**config.mk**
```make
export PLATFORM = sky130hd
export DESIGN_NAME = spi_ml_shifter
export DESIGN_NICKNAME = d
export VERILOG_FILES = /design/src/rtl/spi_ml_pkg.sv /design/src/rtl/spi_ml_sclk.sv /design/src/rtl/spi_ml_tx.sv /design/src/rtl/spi_ml_rx.sv /design/src/rtl/spi_ml_shifter.sv
export SDC_FILE = /design/constraint.sdc
export NUM_CORES = 1
export LEC_CHECK = 0
export BUFFER_PORTS_ARGS = -buffer_cell sky130_fd_sc_hd__buf_2
export CORE_MARGIN = 10
export CORE_UTILIZATION = 45
export DETAILED_ROUTE_END_ITERATION = 8
export HOLD_SLACK_MARGIN = 0.06
export PLACE_DENSITY = 0.65
export SYNTH_ARGS = -nofsm -noshare
export SYNTH_HDL_FRONTEND = slang
export SYNTH_SLANG_ARGS = --single-unit
```
**constraint.sdc**
```tcl
create_clock -name clk -period 2.5 [get_ports clk]
set_input_delay 0.5 -clock clk [delete_from_list [all_inputs] [get_ports clk]]
set_output_delay 0.5 -clock clk [all_outputs]
set_load 0.03 [all_outputs]
```
**src/rtl/spi_ml_pkg.sv**
```systemverilog
package spi_ml_pkg;

   typedef enum logic [1:0] {
      LM_SINGLE = 2'd0,
      LM_DUAL   = 2'd1,
      LM_QUAD   = 2'd2,
      LM_RSVD   = 2'd3
   } lane_mode_e;

   typedef enum logic [1:0] {
      ST_IDLE = 2'd0,
      ST_RUN  = 2'd1,
      ST_GAP  = 2'd2
   } seq_state_e;

   // log2 of the number of bits moved per serial clock
   function automatic logic [1:0] lane_shamt(lane_mode_e m);
      case (m)
         LM_DUAL: lane_shamt = 2'd1;
         LM_QUAD: lane_shamt = 2'd2;
         default: lane_shamt = 2'd0;
      endcase
   endfunction

endpackage

```
**src/rtl/spi_ml_sclk.sv**
```systemverilog
module spi_ml_sclk #(
   parameter int HALF = 1,
   localparam int HW = (HALF > 1) ? $clog2(HALF) : 1
) (
   input  logic clk,
   input  logic rst_n,
   input  logic run,
   output logic sclk,
   output logic rise_p,
   output logic fall_p
);

   logic [HW-1:0] half_cnt;
   logic          half_end;

   assign half_end = (half_cnt == HW'(HALF - 1));
   assign rise_p   = run && !sclk && half_end;
   assign fall_p   = run &&  sclk && half_end;

   always_ff @(posedge clk or negedge rst_n) begin
      if (!rst_n) begin
         half_cnt <= '0;
         sclk     <= 1'b0;
      end else if (!run) begin
         half_cnt <= '0;
         sclk     <= 1'b0;
      end else if (half_end) begin
         half_cnt <= '0;
         sclk     <= ~sclk;
      end else begin
         half_cnt <= half_cnt + 1'b1;
      end
   end

endmodule

```
**src/rtl/spi_ml_tx.sv**
```systemverilog
module spi_ml_tx
   import spi_ml_pkg::*;
#(
   parameter int W = 16,
   localparam int CNT_W = $clog2(W + 1)
) (
   input  logic             clk,
   input  logic             rst_n,
   input  logic             load,
   input  logic [CNT_W-1:0] load_cnt,
   input  logic [W-1:0]     load_word,
   input  logic             shift,
   input  lane_mode_e       mode,
   output logic [3:0]       grp
);

   logic [W-1:0] sh;

   always_ff @(posedge clk or negedge rst_n) begin
      if (!rst_n) begin
         sh <= '0;
      end else if (load) begin
         sh <= load_word << (CNT_W'(W) - load_cnt);
      end else if (shift) begin
         case (mode)
            LM_QUAD: sh <= sh << 4;
            LM_DUAL: sh <= sh << 2;
            default: sh <= sh << 1;
         endcase
      end
   end

   // lane i takes its bit from the top of the left-aligned register
   for (genvar i = 0; i < 4; i++) begin : g_lane
      if (i == 0) begin : g_l0
         assign grp[i] = (mode == LM_QUAD) ? sh[W-4] :
                         (mode == LM_DUAL) ? sh[W-2] : sh[W-1];
      end else if (i == 1) begin : g_l1
         assign grp[i] = (mode == LM_QUAD) ? sh[W-3] :
                         (mode == LM_DUAL) ? sh[W-1] : 1'b0;
      end else begin : g_lhi
         assign grp[i] = (mode == LM_QUAD) ? sh[W-4+i] : 1'b0;
      end
   end

endmodule

```
**src/rtl/spi_ml_rx.sv**
```systemverilog
module spi_ml_rx
   import spi_ml_pkg::*;
#(
   parameter int W = 16
) (
   input  logic         clk,
   input  logic         rst_n,
   input  logic         clr,
   input  logic         sample,
   input  logic         capture,
   input  lane_mode_e   mode,
   input  logic [3:0]   sd_i,
   output logic [W-1:0] rx_word
);

   logic [W-1:0] rsh;

   always_ff @(posedge clk or negedge rst_n) begin
      if (!rst_n) begin
         rsh <= '0;
      end else if (clr) begin
         rsh <= '0;
      end else if (sample) begin
         case (mode)
            LM_QUAD: rsh <= {rsh[W-5:0], sd_i};
            LM_DUAL: rsh <= {rsh[W-3:0], sd_i[1:0]};
            default: rsh <= {rsh[W-2:0], sd_i[1]};
         endcase
      end
   end

   always_ff @(posedge clk or negedge rst_n) begin
      if (!rst_n) begin
         rx_word <= '0;
      end else if (capture) begin
         rx_word <= rsh;
      end
   end

endmodule

```
**src/rtl/spi_ml_shifter.sv**
```systemverilog
module spi_ml_shifter
   import spi_ml_pkg::*;
#(
   parameter int W       = 16,
   parameter int HALF    = 1,
   parameter int GAP_CYC = 1,
   localparam int CNT_W  = $clog2(W + 1)
) (
   input  logic             clk,
   input  logic             rst_n,
   input  logic             start,
   input  logic [1:0]       lane_mode,
   input  logic             dir_rx,
   input  logic [CNT_W-1:0] bit_cnt,
   input  logic [W-1:0]     tx_word,
   input  logic [3:0]       sd_i,
   output logic             busy,
   output logic             done,
   output logic [W-1:0]     rx_word,
   output logic             cs_n,
   output logic             sclk,
   output logic [3:0]       sd_o,
   output logic [3:0]       sd_oe
);

   localparam int GAP_W = (GAP_CYC > 1) ? $clog2(GAP_CYC) : 1;

   if (W < 4 || (W % 4) != 0) begin : g_bad_w
      $error("spi_ml_shifter: W must be a multiple of 4 and at least 4");
   end
   if (HALF < 1) begin : g_bad_half
      $error("spi_ml_shifter: HALF must be at least 1");
   end
   if (GAP_CYC < 1) begin : g_bad_gap
      $error("spi_ml_shifter: GAP_CYC must be at least 1");
   end

   seq_state_e       state;
   lane_mode_e       mode_in, mode_q;
   logic             dir_q;
   logic [CNT_W-1:0] grp_left;
   logic [GAP_W-1:0] gap_cnt;
   logic             done_q;
   logic             mult_ok, cnt_ok, req_ok, go, run;
   logic             sclk_w, rise_p, fall_p, last_fall, shift_en, cap_en;
   logic [3:0]       grp, oe_w;

   // request validation
   always_comb begin
      mode_in = lane_mode_e'(lane_mode);
      case (mode_in)
         LM_SINGLE: mult_ok = 1'b1;
         LM_DUAL:   mult_ok = !bit_cnt[0];
         LM_QUAD:   mult_ok = (bit_cnt[1:0] == 2'b00);
         default:   mult_ok = 1'b0;
      endcase
   end

   assign cnt_ok = (bit_cnt != '0) && (bit_cnt <= CNT_W'(W));
   assign req_ok = mult_ok && cnt_ok;
   assign go     = (state == ST_IDLE) && start && req_ok;
   assign run    = (state == ST_RUN);

   assign last_fall = run && fall_p && (grp_left == CNT_W'(1));
   assign shift_en  = run && fall_p && (grp_left != CNT_W'(1));
   assign cap_en    = last_fall && ((mode_q == LM_SINGLE) || dir_q);

   // transfer sequencer
   always_ff @(posedge clk or negedge rst_n) begin
      if (!rst_n) begin
         state    <= ST_IDLE;
         mode_q   <= LM_SINGLE;
         dir_q    <= 1'b0;
         grp_left <= '0;
         gap_cnt  <= '0;
         done_q   <= 1'b0;
      end else begin
         done_q <= 1'b0;
         case (state)
            ST_IDLE: begin
               if (go) begin
                  state    <= ST_RUN;
                  mode_q   <= mode_in;
                  dir_q    <= dir_rx;
                  grp_left <= bit_cnt >> lane_shamt(mode_in);
               end
            end
            ST_RUN: begin
               if (last_fall) begin
                  state   <= ST_GAP;
                  done_q  <= 1'b1;
                  gap_cnt <= GAP_W'(GAP_CYC - 1);
               end else if (shift_en) begin
                  grp_left <= grp_left - 1'b1;
               end
            end
            ST_GAP: begin
               if (gap_cnt == '0) state <= ST_IDLE;
               else               gap_cnt <= gap_cnt - 1'b1;
            end
            default: state <= ST_IDLE;
         endcase
      end
   end

   // lane drive enables
   always_comb begin
      oe_w = 4'b0000;
      if (run) begin
         case (mode_q)
            LM_SINGLE: oe_w = 4'b0001;
            LM_DUAL:   oe_w = dir_q ? 4'b0000 : 4'b0011;
            LM_QUAD:   oe_w = dir_q ? 4'b0000 : 4'b1111;
            default:   oe_w = 4'b0000;
         endcase
      end
   end

   spi_ml_sclk #(.HALF(HALF)) u_sclk (
      .clk    (clk),
      .rst_n  (rst_n),
      .run    (run),
      .sclk   (sclk_w),
      .rise_p (rise_p),
      .fall_p (fall_p)
   );

   spi_ml_tx #(.W(W)) u_tx (
      .clk       (clk),
      .rst_n     (rst_n),
      .load      (go),
      .load_cnt  (bit_cnt),
      .load_word (tx_word),
      .shift     (shift_en),
      .mode      (mode_q),
      .grp       (grp)
   );

   spi_ml_rx #(.W(W)) u_rx (
      .clk     (clk),
      .rst_n   (rst_n),
      .clr     (go),
      .sample  (rise_p),
      .capture (cap_en),
      .mode    (mode_q),
      .sd_i    (sd_i),
      .rx_word (rx_word)
   );

   assign busy  = (state != ST_IDLE);
   assign done  = done_q;
   assign cs_n  = !run;
   assign sclk  = sclk_w;
   assign sd_oe = oe_w;
   assign sd_o  = grp & oe_w;

   // accepted request selects with the serial clock low
   p_start_sel_r2: assert property (@(posedge clk) disable iff (!rst_n)
      (!busy && start && req_ok) |=> (!cs_n && !sclk));

   // serial clock rests low while deselected
   p_sclk_idle_r2: assert property (@(posedge clk) disable iff (!rst_n)
      cs_n |-> !sclk);

   // multi-lane receive never drives a lane
   p_rx_quiet_r6: assert property (@(posedge clk) disable iff (!rst_n)
      (!cs_n && dir_q && (mode_q != LM_SINGLE)) |-> (sd_oe == 4'b0000));

   // multi-lane transmit leaves the received word alone
   p_rx_keep_r7: assert property (@(posedge clk) disable iff (!rst_n)
      (done && !dir_q && (mode_q != LM_SINGLE)) |-> $stable(rx_word));

   // malformed requests do not start anything
   p_bad_start_r8: assert property (@(posedge clk) disable iff (!rst_n)
      (!busy && start && !req_ok) |=> !busy);

   // done is one cycle wide and comes with select released
   p_done_pulse_r9: assert property (@(posedge clk) disable iff (!rst_n)
      done |=> !done);
   p_done_cs_r9: assert property (@(posedge clk) disable iff (!rst_n)
      done |-> cs_n);

   // lane data holds through the high phase
   p_hold_sd_r11: assert property (@(posedge clk) disable iff (!rst_n)
      (!cs_n && sclk) |-> $stable(sd_o));

   // nothing driven on a disabled lane
   p_mask_r12: assert property (@(posedge clk) disable iff (!rst_n)
      ((sd_o & ~sd_oe) == 4'b0000));

endmodule

```
## Word level (Yosys, flattened, before mapping)

Index checks and enable logic that the tools add are counted.

| storage, ports and cells | value |
|---|---|
| register bits after elaboration | 62 |
| bits in latches | 0 |
| memory bits (writable) | 0 |
| bits in read-only memories | 0 |
| input bits | 31 |
| output and inout bits | 28 |
| logic and storage cells | 102 |
| memories kept | 0 |

| operators by class | value |
|---|---|
| add/sub/neg operators | 4 |
| $mul | 0 |
| divide/modulo/power cells | 0 |
| order comparisons | 1 |
| equality and inequality tests | 14 |
| shifts and indexed selects | 2 |
| mux-type cells | 37 |
| bitwise operators | 3 |
| reductions and logical operators | 30 |

Operators with widths:

| cell | count |
|---|---|
| 16-bit two-way mux | 4 |
| 16-bit case mux with 2 select lines | 2 |
| 16-bit by 5-bit left shift with 16-bit output | 1 |
| 5-bit two-way mux | 3 |
| 1-bit two-way mux | 14 |
| 1-bit logical AND | 12 |
| 2-bit two-way mux | 6 |
| 4-bit case mux with 3 select lines | 1 |
| 5-bit case mux with 2 select lines | 1 |
| 2-bit nonzero test | 5 |
| 2-bit zero test | 4 |
| 4-bit two-way mux | 2 |
| 2-bit != test (second input constant) | 4 |
| 2-bit by 1-bit equality test with 1-bit output (second input constant) | 3 |
| 2-bit equality test (second input constant) | 3 |
| 2-bit case mux with 3 select lines | 1 |
| 5-bit by 1-bit equality test with 1-bit output (second input constant) | 1 |
| 5-bit <= comparator (second input constant) | 1 |
| 5-bit by 1-bit != test with 1-bit output (second input constant) | 1 |
| 5-bit nonzero test | 1 |
| 5-bit by 2-bit right shift with 5-bit output | 1 |
| 5-bit by 1-bit subtractor with 5-bit output (second input constant) | 1 |
| 5-bit subtractor (first input constant) | 1 |
| 4-bit AND | 1 |
| other kinds (12) | 17 |

## Logic depth before layout (Yosys ltp)

Gate-level depths: netlist of the first run.

| depth | value |
|---|---|
| depth in word-level cells | 9 |
| depth in mapped cells | 11 |
| mapped depth without buffers | 7 |

## By module

Synthesis of the first run repeated with hierarchy kept, for this count alone.

| second synthesis, totals | value |
|---|---|
| cell total of the unflattened synthesis | 416 |
| area total of the unflattened synthesis | 4345.4 sq um |

By module, submodules not included:

| module | times used | cells each | area each (sq um) | sequential area each (sq um) |
|---|---|---|---|---|
| spi_ml_tx | 1 | 193 | 1813.0 | 400.4 |
| spi_ml_rx | 1 | 130 | 1612.8 | 800.8 |
| spi_ml_shifter | 1 | 90 | 878.3 | 275.3 |
| spi_ml_sclk | 1 | 3 | 41.3 | 25.0 |

## Worst setup path after synthesis of the first run

OpenSTA, ideal clock, no wires.

| timing path | value |
|---|---|
| path type | register to output |
| from | register mode_q[0] |
| to | output port sd_o[0] |
| arrival | 2495 ps |
| data required time | 2000 ps |
| slack | -495 ps |
| stages on the path, launching flop included | 10 |
| buffers on the path | 3 |
| cells stage by stage | dfrtp_1 > inv_1 > ha_1 > clkbuf_1 > clkbuf_1 > buf_2 > nor2_1 > nor2_1 > nor2_1 > nor4_1 |

| between the ends | value |
|---|---|
| cells in the longest elaborated chain, start to end | 4 |
| elaborated cells between the ends (all ways) | 8 |
| classes of those cells | 2 x eq/ne; 4 x mux; 1 x bitwise; 1 x reduce/logical |

Ends and longest elaborated chain:

| item | line | source |
|---|---|---|
| start, declared | spi_ml_shifter.sv:39 | `lane_mode_e mode_in, mode_q;` |
| start signal, assigned | spi_ml_shifter.sv:83 | `mode_q <= mode_in;` |
| 2-bit equality test (tied with other cells) | spi_ml_tx.sv:36, spi_ml_shifter.sv:110 |  |
| 4-bit case mux with 3 select lines or 1-bit two-way mux (tied branches) | spi_ml_shifter.sv:110, spi_ml_tx.sv:37 |  |
| 4-bit two-way mux or 1-bit two-way mux (tied branches) | spi_ml_shifter.sv:109, spi_ml_tx.sv:36 |  |
| 4-bit AND * | spi_ml_shifter.sv:155 | `assign sd_o = grp & oe_w;` |
| end, declared | spi_ml_shifter.sv:22 | `output logic [3:0] sd_o,` |

Every way passes the cells marked *; elsewhere a longest branch is shown, timed or not.

## Worst setup path after layout of the first run

Ends and elaborated chain as after synthesis.

==> results of run 1 <==
[registers in the layout, summed over array words and instances, names as in the netlist]
signal	cells
grp_left	5
mode_q	2
u_rx.rsh	16
state	2
dir_q	1
u_sclk.sclk	1
u_rx.rx_word	16
done	1
u_tx.sh	16
[stage by stage]
| step | cells | util (%) | TNS, ps |
|---|---|---|---|
| floorplan | 434 | - | -180.1 |
| global placement | 596 | 51.28 | -22.42 |
| detailed placement | 596 | 51.28 | -246.7 |
| CTS | 612 | 53.47 | 0 |
| global route | 612 | 53.49 | 0 |
| finish | 612 | 53.49 | 0 |
[cell families (layout without fill, tap and decap cells)]
| logic type | count (synthesis) | after routing |
|---|---|---|
| compound gates | 150 | 150 |
| xor+xnor | 3 | 3 |
| fa+ha+maj | 7 | 7 |
| buf+inv | 50 | 117 |
| flops | 60 | 60 |
| mux | 46 | 46 |
| simple gates | 118 | 118 |
[cells in the mapped netlist, types with 3 or more instances]
cell type and count:
sky130_fd_sc_hd__a21oi_1 51, sky130_fd_sc_hd__a221o_1 15, sky130_fd_sc_hd__a22oi_1 14, sky130_fd_sc_hd__a31oi_1 3, sky130_fd_sc_hd__and2_1 3, sky130_fd_sc_hd__and3_1 6, sky130_fd_sc_hd__buf_2 12, sky130_fd_sc_hd__buf_4 6
sky130_fd_sc_hd__buf_6 3, sky130_fd_sc_hd__clkbuf_1 16, sky130_fd_sc_hd__dfrtp_1 60, sky130_fd_sc_hd__ha_1 7, sky130_fd_sc_hd__inv_1 8, sky130_fd_sc_hd__mux2_2 17, sky130_fd_sc_hd__mux2i_1 20, sky130_fd_sc_hd__mux4_1 3
sky130_fd_sc_hd__mux4_2 5, sky130_fd_sc_hd__nand2_1 31, sky130_fd_sc_hd__nand2b_1 5, sky130_fd_sc_hd__nor2_1 45, sky130_fd_sc_hd__nor2b_1 3, sky130_fd_sc_hd__nor3_1 7, sky130_fd_sc_hd__nor3b_1 3, sky130_fd_sc_hd__nor4_1 3
sky130_fd_sc_hd__o211ai_1 18, sky130_fd_sc_hd__o21ai_0 8, sky130_fd_sc_hd__o22a_1 8, sky130_fd_sc_hd__o32a_1 6
[final cells by class]
class,instances,area (um^2),area share [%]
repair buffers,90,555.5,11.35
clock inverters,7,76.32,1.559
clock buffers,9,123.9,2.530
multi-input cells,324,2459,50.22
flip-flops and latches,60,1501,30.67
well taps,111,138.9,2.837
inverters,11,41.29,0.8433
[repair_timing]
item	4_1_cts	5_1_grt
setup buffers	0	0
gates resized for setup	0	1
endpoints found under the setup margin	0	1
[power groups by stage]
stage               clock, mW  combinational [mW]  sequential, mW
floorplan                   0               0.191            1.01
global placement            0               0.284            1.02
detailed placement          0               0.289            1.02
CTS                     0.904               0.289            1.00
global route            0.959               0.320            1.00
finish                  0.882               0.288            1.00
[worst paths after layout]
path	start	to	slack, ps	cells after the start
setup / recovery	mode_q[0]	sd_o[0]	130	7
hold / removal	rst_n	u_rx.rx_word[2]	150	2
max in group asynchronous	rst_n	u_tx.sh[11]	2090	2
setup reg to reg	mode_q[0]	u_rx.rsh[15]	390	7
min in group clk	dir_rx	dir_q	390	2
hold reg to reg	u_rx.rx_word[1]	u_rx.rx_word[1]	500	1
[layer usage]
layer	share of wire, %	GRT usage, %	up-vias
li1	-	-	1771
met1	47	21.65	1731
met2	47	25.64	115
met3	4.4	3.082	16
met4	1.8	6.260	0
met5	0	0	-
==> out/results.txt, run 1 <==
The mean routed wirelength per cell is 17.40 um, and the final hold violation count is 0. The proportion of power drawn by the clock network is 40.6%, and the height of the chip is 116.5 um. The internal cell power is 1.575 mW, and the number of diodes is 0.

The maximum single-stage delay on the critical path works out to 410 ps. In this run the count of I/O pins placed on the die edge is 59. The number of remaining DRC errors is 0, and the post-synthesis compound-gate area fraction is 26.49%.

For the number of nets at the end of the flow, the log shows 534. The run gives 35 as the cell row count. The data arrival time of the critical path is 1870 ps, and the share of final-layout standard cells stronger than drive strength 1 is 29.94%. At the placement stage, the worst setup path has a slack of -75.72 ps. The fraction of synthesized cell area taken by the top area cell type was 35.80%. The top cell types in the final layout, fill and taps aside, are 60 x sky130_fd_sc_hd__dfrtp_1, 58 x sky130_fd_sc_hd__buf_2, 51 x sky130_fd_sc_hd__a21oi_1.

The die is 116.5 um wide. The dominant combinational cell family by area after synthesis is compound AO/OA/AOI/OAI gates. For this design the total switching power over the nets is 595.9 uW.

Yosys mapped a number of flops with a built-in enable equal to 0. At the pin with the least slew margin, the transition time is 577.1 ps. The floorplan step defined a core boundary enclosing 9153 um^2.

In this design, the largest share of critical-path delay is due to buffers and inverters. Power comes to 2.171 mW. In this run the static leakage power is 2.201 nW. The synthesized netlist devotes 2.088% of its cell area to adder and majority cells. The via count of the first global-routing pass is 3591, and the clock transition at the registers of the reported paths is 70 ps. Clock tree synthesis selected as its root buffer the cell sky130_fd_sc_hd__clkbuf_8. The initial antenna violation count is 0, and the overall via count from detail_route is 3633. For the synthesized area, the log shows 4194 um^2. Of the post-synthesis cell area, the part taken by muxes is 14.44%. Setup repair after global routing left no endpoint under its margin. The worst pin sits at a relative slew slack of 61.53%. The total power divided by cell area works out to 443.4 nW/um^2.

The required time of the critical path was 2000 ps; the maximum number of buffers from clock root to sink was 2. The most common library cell in the layout ignoring fill and taps is sky130_fd_sc_hd__dfrtp_1. Sorting the synthesized cells by area gives the leading types as sky130_fd_sc_hd__dfrtp_1 36%, sky130_fd_sc_hd__a21oi_1 6.1%, sky130_fd_sc_hd__mux2i_1 4.8%. Yosys printed 0 warnings. The part of the total power dissipated in sequential elements is 46.1%, and the number of I/O port buffers is 58. The synthesized design contains 60 register bits. The violation count after the first detailed-route iteration was 285. The logs give 5 for the number of detailed-route iterations in the first pass and 4693 um^2 for the placed instance area. STA classifies the critical path startpoint as a flop. The share of total power dissipated in combinational logic is 13.2%. After synthesis, the share of flip-flops with an asynchronous set or reset is 100.0%. Initial standard-cell utilization of the core: 45.82%. The worst setup path is of the reg -> out kind. After filler insertion, the fill cell instance count of the layout stands at 840. The total global routing track utilization is 16.28%, and the final critical-path share of the clock period is 94.82%.

The count of mapped cells out of synthesis was 434; the number of buffers added by the clock tree synthesis step was 9. The finished cells cover 4896 um^2. The die area came out at 13580 um^2. The tools report the smallest hold slack as 150.4 ps.

Setup violations remaining at the end of the flow were counted as 0. The fraction of the mapped netlist area in simple logic gates came out at 13.93%. Relative to the synthesized area, the layout overhead comes to 16.74%. Entering global routing, the biggest net connects 61 pins.

Summed over all instances, the cell type with the most area after synthesis is sky130_fd_sc_hd__dfrtp_1. The routability congestion estimate came out at 0.8503. The post-detailed-route via-to-cell ratio came out at 5.936. Worst-case vdd ir drop: 0.1928 mV. Traced cell by cell, the critical path runs through inv_1 > ha_1 > buf_4 > nor2_1 > a21oi_1 > nor4_2 > buf_2.

The prevailing post-synth register cell was sky130_fd_sc_hd__dfrtp_1. The tools report the post-synthesis sequential area ratio as 35.80%. When the netlist entered floorplanning its net count stood at 472. The number of buffers and inverters on the critical path was 3; the count of maximum capacitance violations was 0.

The count of nets left with antenna violations once routing finished came out at 0. Xor and xnor area share after synthesis: 1.074%. Static timing analysis puts the maximum clock frequency at 421.8 MHz. For this design, the sink count on the clock tree is 60.

The routed design has 10650 um of wire. Summed over all nets, the half-perimeter wirelength after detailed placement is 7894 um. STA classifies the critical path endpoint as an output pin. After layout, the worst setup slack is 129.5 ps. The run finished with clean final reports. The count of H-tree levels built during CTS is 3, and the minimum period implied by the final worst setup slack is 2371 ps.

TritonCTS built the clock tree. The number of hold buffers added after CTS was 0. The average instance in the mapped netlist occupies 9.664 um^2. The aggregate global routing overflow is 0.

The run gives 66 as the count of different cell masters after synthesis. The later pin in the worst-skew pair is clocked with a latency of 350 ps. The first global-routing pass estimated 17930 um of wire. Of all nets on the critical path, the largest fanout is 21. The worst hold path belongs to the class in -> async.

The final worst clock skew came out at 7.382 ps. Among all stages on the critical path, the largest delay is contributed by sky130_fd_sc_hd__dfrtp_1. Net switching is 27.45% of the power.

The tools report the number of max-slew violations in the final report as 0.
Note: power is estimated with default switching activity, not from simulation.
==> inputs of run 2 (changes only) <==
ABC_AREA = 1   (was default)
CTS_CLUSTER_SIZE = 16   (was default)
==> run 2 against run 1 <==
Effect of this change:
- fmax down 2.3%
- clock-buffer cell count unchanged
- worst hold slack worse by 6.7 ps
- routed wire length up 2.8%
- global-route usage about the same
- register-to-register slack better by 110 ps
- largest cell class unchanged
- clock power down 8.4%
- combinational power up 31%
- non-clock buffer count down 19
- sequential share of layout area up 1.8 points
- final cell count up 24%
==> out/results.txt, run 2 <==
Routability-driven placement finished with a final weighted congestion of 0.9749. Aggregate global routing overflow: 0. In this run the biggest area consumer among cell types represents 36.70% of the synthesized area. The routed design could run at a clock period as short as 2425 ps.

The tools report the initial antenna violation count as 0. For the synthesized area, the log shows 4091 um^2. The detail route stage leaves a number of antenna-violating nets equal to 0. Class of the most critical hold timing path: in -> async. For the final hold violation count, the log shows 0. The synthesized design spends more area on one cell type than any other, namely sky130_fd_sc_hd__dfrtp_1.

The initial standard-cell utilization of the core is 46.46%. The worst reg2reg path endpoint is u_rx.rsh[7]. For the placed instance area, the log shows 4436 um^2. The count of pins on the block boundary is 59. Relative to the synthesized area, the layout overhead comes to 13.00%.

Leading cell type by number of instances after synthesis: sky130_fd_sc_hd__nand2_1. The most common library cell in the layout ignoring fill and taps was sky130_fd_sc_hd__nand2_1. Setup repair after global routing could not meet its margin everywhere.

The first global-routing pass estimated 17980 um of wire. The run finished with clean final reports. The finished layout holds 760 standard cells, fillers aside.

TritonCTS built the clock tree. The count of placed standard cells including taps was 744. Summing over every cut layer, the via total after detailed routing is 4110. For this run, the detailed router's first-pass iteration total came to 7. The final setup violation count is 0, and the share of final-layout standard cells stronger than drive strength 1 is 18.40%. The violation count after the first detailed-route iteration is 376, and the count of H-tree levels built during CTS is 3.

The worst slack at placement is 273.5 ps, and the combinational share of power is 17.2%. The number of nets handed over by synthesis was 634. For the worst setup path, the data arrival time is 1930 ps. The run gives 685 as the number of nets at the end of the flow.

Data on the critical path is required at its endpoint by 2000 ps. The floorplan step set the die width to 115.4 um. The net switching share of the total power is 32.47%, and the number of buffers added by the clock tree synthesis step is 9.

Based on the critical path, the design can be clocked at up to 412.3 MHz. Counting distinct cell types in the post-synthesis netlist gives 32. In the synthesized netlist, the cells that appear most often are 180 x sky130_fd_sc_hd__nand2_1, 68 x sky130_fd_sc_hd__nand3_1, 64 x sky130_fd_sc_hd__inv_1, 60 x sky130_fd_sc_hd__dfrtp_1, 49 x sky130_fd_sc_hd__o21ai_0. The number of buffers inserted by hold repair at cts was 0; the standby leakage power was 2.406 nW. In this run, flip-flops and latches consume 45.9% of the power.

The async set-or-reset flop fraction in the synthesized netlist is 100.0%, and the net switching power figure is 712.4 uW. The via count of the first global-routing pass was 3811; the total of warnings raised by yosys was 0. Global routing used 16.31% of the available tracks. The tools report the critical path launch point type as a flop.

The synthesized flop and latch total is 60, and the count of mapped cells out of synthesis is 596. In the layout the commonest cells are 179 x sky130_fd_sc_hd__nand2_1, 68 x sky130_fd_sc_hd__nand3_1, 63 x sky130_fd_sc_hd__inv_1. Counting along the longest clock path gives a buffer depth of 2. Cell internal power was estimated by the tool at 1.482 mW.

The clock transition at the registers of the reported paths was 80 ps; the highest fanout seen on the critical path was 13. The startpoint of the most critical register-to-register path is mode_q[0]. VDD sags by at most 0.2825 mV.

The worst setup path is captured at an output pin. The post-route standard cell area excluding fillers is 4623 um^2. For the final database, setup skew stands at 13.91 ps.

The die is 115.4 um tall. The post-synthesis sequential area ratio was 36.70%; the cell row count was 34. For the number of max-slew violations in the final report, the log shows 0. 0 antenna diodes ended up in the layout. The cell depth of the worst flop-to-flop path was 7; the final wirelength was 10940 um.

Summed over all nets, the half-perimeter wirelength after detailed placement is 8242 um. The post-detailed-route via-to-cell ratio is 5.408, and the die area is 13310 um^2. Averaged over all synthesized cells, the footprint is 6.865 um^2. After synthesis, the cell types taking the most area are sky130_fd_sc_hd__dfrtp_1 37%, sky130_fd_sc_hd__nand2_1 17%, sky130_fd_sc_hd__nand3_1 8.3%. The type of the setup path with the least slack is reg -> out.

The number of I/O port buffers was 58. The number of remaining DRC errors is 0, and the count of maximum capacitance violations is 0. Mean routed wirelength per cell: 14.40 um.

The slew at the pin closest to its max-slew limit was 961.7 ps. The final critical path takes up 97.02% of the cycle. The worst-skew pair later-pin latency was 350 ps; the normalized max-slew margin was 35.88%. The prevailing post-synth register cell is sky130_fd_sc_hd__dfrtp_1. The tools report the worst-case setup margin in the final layout as 74.61 ps. Summed over all failing endpoints, the final setup total negative slack is 0 ps.

Counting every sink on the clock net gives 60. The worst register-to-register path has a setup slack of 500 ps. The cell at the root of the clock tree was sky130_fd_sc_hd__clkbuf_8. The standard cell core area came out at 8806 um^2. The largest registers in the layout are u_rx.rsh (16), u_rx.rx_word (16), u_tx.sh (16). Entering global routing, the biggest net connects 33 pins. The total power divided by cell area works out to 474.6 nW/um^2. The synthesized design contains 0 enable-type register cells.

The proportion of power drawn by the clock network came out at 36.8%.
-- run 2: cell types whose count changed after synthesis, moves of 15 or more --
cell / before / now
sky130_fd_sc_hd__a21oi_1: 51 / 9
sky130_fd_sc_hd__nand3_1: 2 / 68
sky130_fd_sc_hd__o22ai_1: 2 / 31
sky130_fd_sc_hd__nand2_1: 31 / 180
sky130_fd_sc_hd__o21ai_0: 8 / 49
sky130_fd_sc_hd__a221o_1: 15 / 0
sky130_fd_sc_hd__mux2_2: 17 / 0
sky130_fd_sc_hd__mux2i_1: 20 / 0
sky130_fd_sc_hd__inv_1: 8 / 64
-- run 2: worst max path at each step --
stage	slack, ps	startpoint	end	depth (start not counted)
2_1_floorplan	50	mode_q[0]	sd_o[2]	8
3_3_place_gp	360	bit_cnt[0]	u_tx.sh[13]	11
3_5_place_dp	270	mode_q[1]	sd_o[0]	8
4_1_cts	40	mode_q[1]	sd_o[0]	8
5_1_grt	-10	mode_q[1]	sd_o[0]	8
6_report	70	mode_q[1]	sd_o[0]	8
-- run 2: final cells by class --
class                           instances  area (um^2)
Tap cell                              108        135.1
Sequential cell                        60         1501
Timing Repair Buffer                   71        392.9
Inverter                               71        270.3
Fill cell                             888         4183
Multi-Input combinational cell        434         2148
Clock buffer                            9        123.9
Clock inverter                          7        51.30
-- run 2: cells by family after synthesis --
family	share of synthesized area [%]
flops	36.70
compound gates	16.51
buf+inv	11.16
xor+xnor	0.4282
fa+ha+maj	2.141
simple gates	33.06
-- run 2: through the flow --
| stage | hold WS [ps] | utilization (%) | total power, mW |
|---|---|---|---|
| floorplan | 204.4 | - | 1.291 |
| global placement | 463.2 | 50.37 | 1.400 |
| detailed placement | 467.8 | 50.37 | 1.405 |
| CTS | 157.6 | 52.42 | 2.206 |
| global route | 176.9 | 52.50 | 2.297 |
| finish | 143.7 | 52.50 | 2.194 |
-- run 2: what timing repair did --
action                     CTS  global route
setup endpoints to repair    2             2
buffers inserted             0             0
gates cloned                 0             0
gates resized for setup      3             4
hold endpoints to repair     0             0
-- run 2: power by group through the flow --
stage	clock network (mW)	registers [mW]	logic, mW
2_1_floorplan	0	1.05	0.237
3_5_place_dp	0	1.03	0.378
6_report	0.808	1.01	0.378
3_3_place_gp	0	1.03	0.374
5_1_grt	0.856	1.01	0.430
4_1_cts	0.818	1.01	0.379
-- run 2: worst max-delay path, cell delays in order (launching register included) --
cell and delay, ps:
sky130_fd_sc_hd__dfrtp_1 420, sky130_fd_sc_hd__inv_1 90, sky130_fd_sc_hd__ha_2 220, sky130_fd_sc_hd__inv_4 80, sky130_fd_sc_hd__nand2_2 90, sky130_fd_sc_hd__nand2_1 110, sky130_fd_sc_hd__a21oi_2 170, sky130_fd_sc_hd__o2111a_1 220
sky130_fd_sc_hd__buf_4 170
-- run 2: per-layer routing --
metal | GRT usage, % | share of wire [%] | routed length, um | vias up
met5 | 0 | 0 | 0 | -
met4 | 5.152 | 0.83 | 91 | 0
met3 | 3.594 | 6.7 | 736 | 10
met2 | 25.02 | 46 | 4994 | 128
met1 | 22.30 | 47 | 5120 | 1913
li1 | - | - | - | 2059
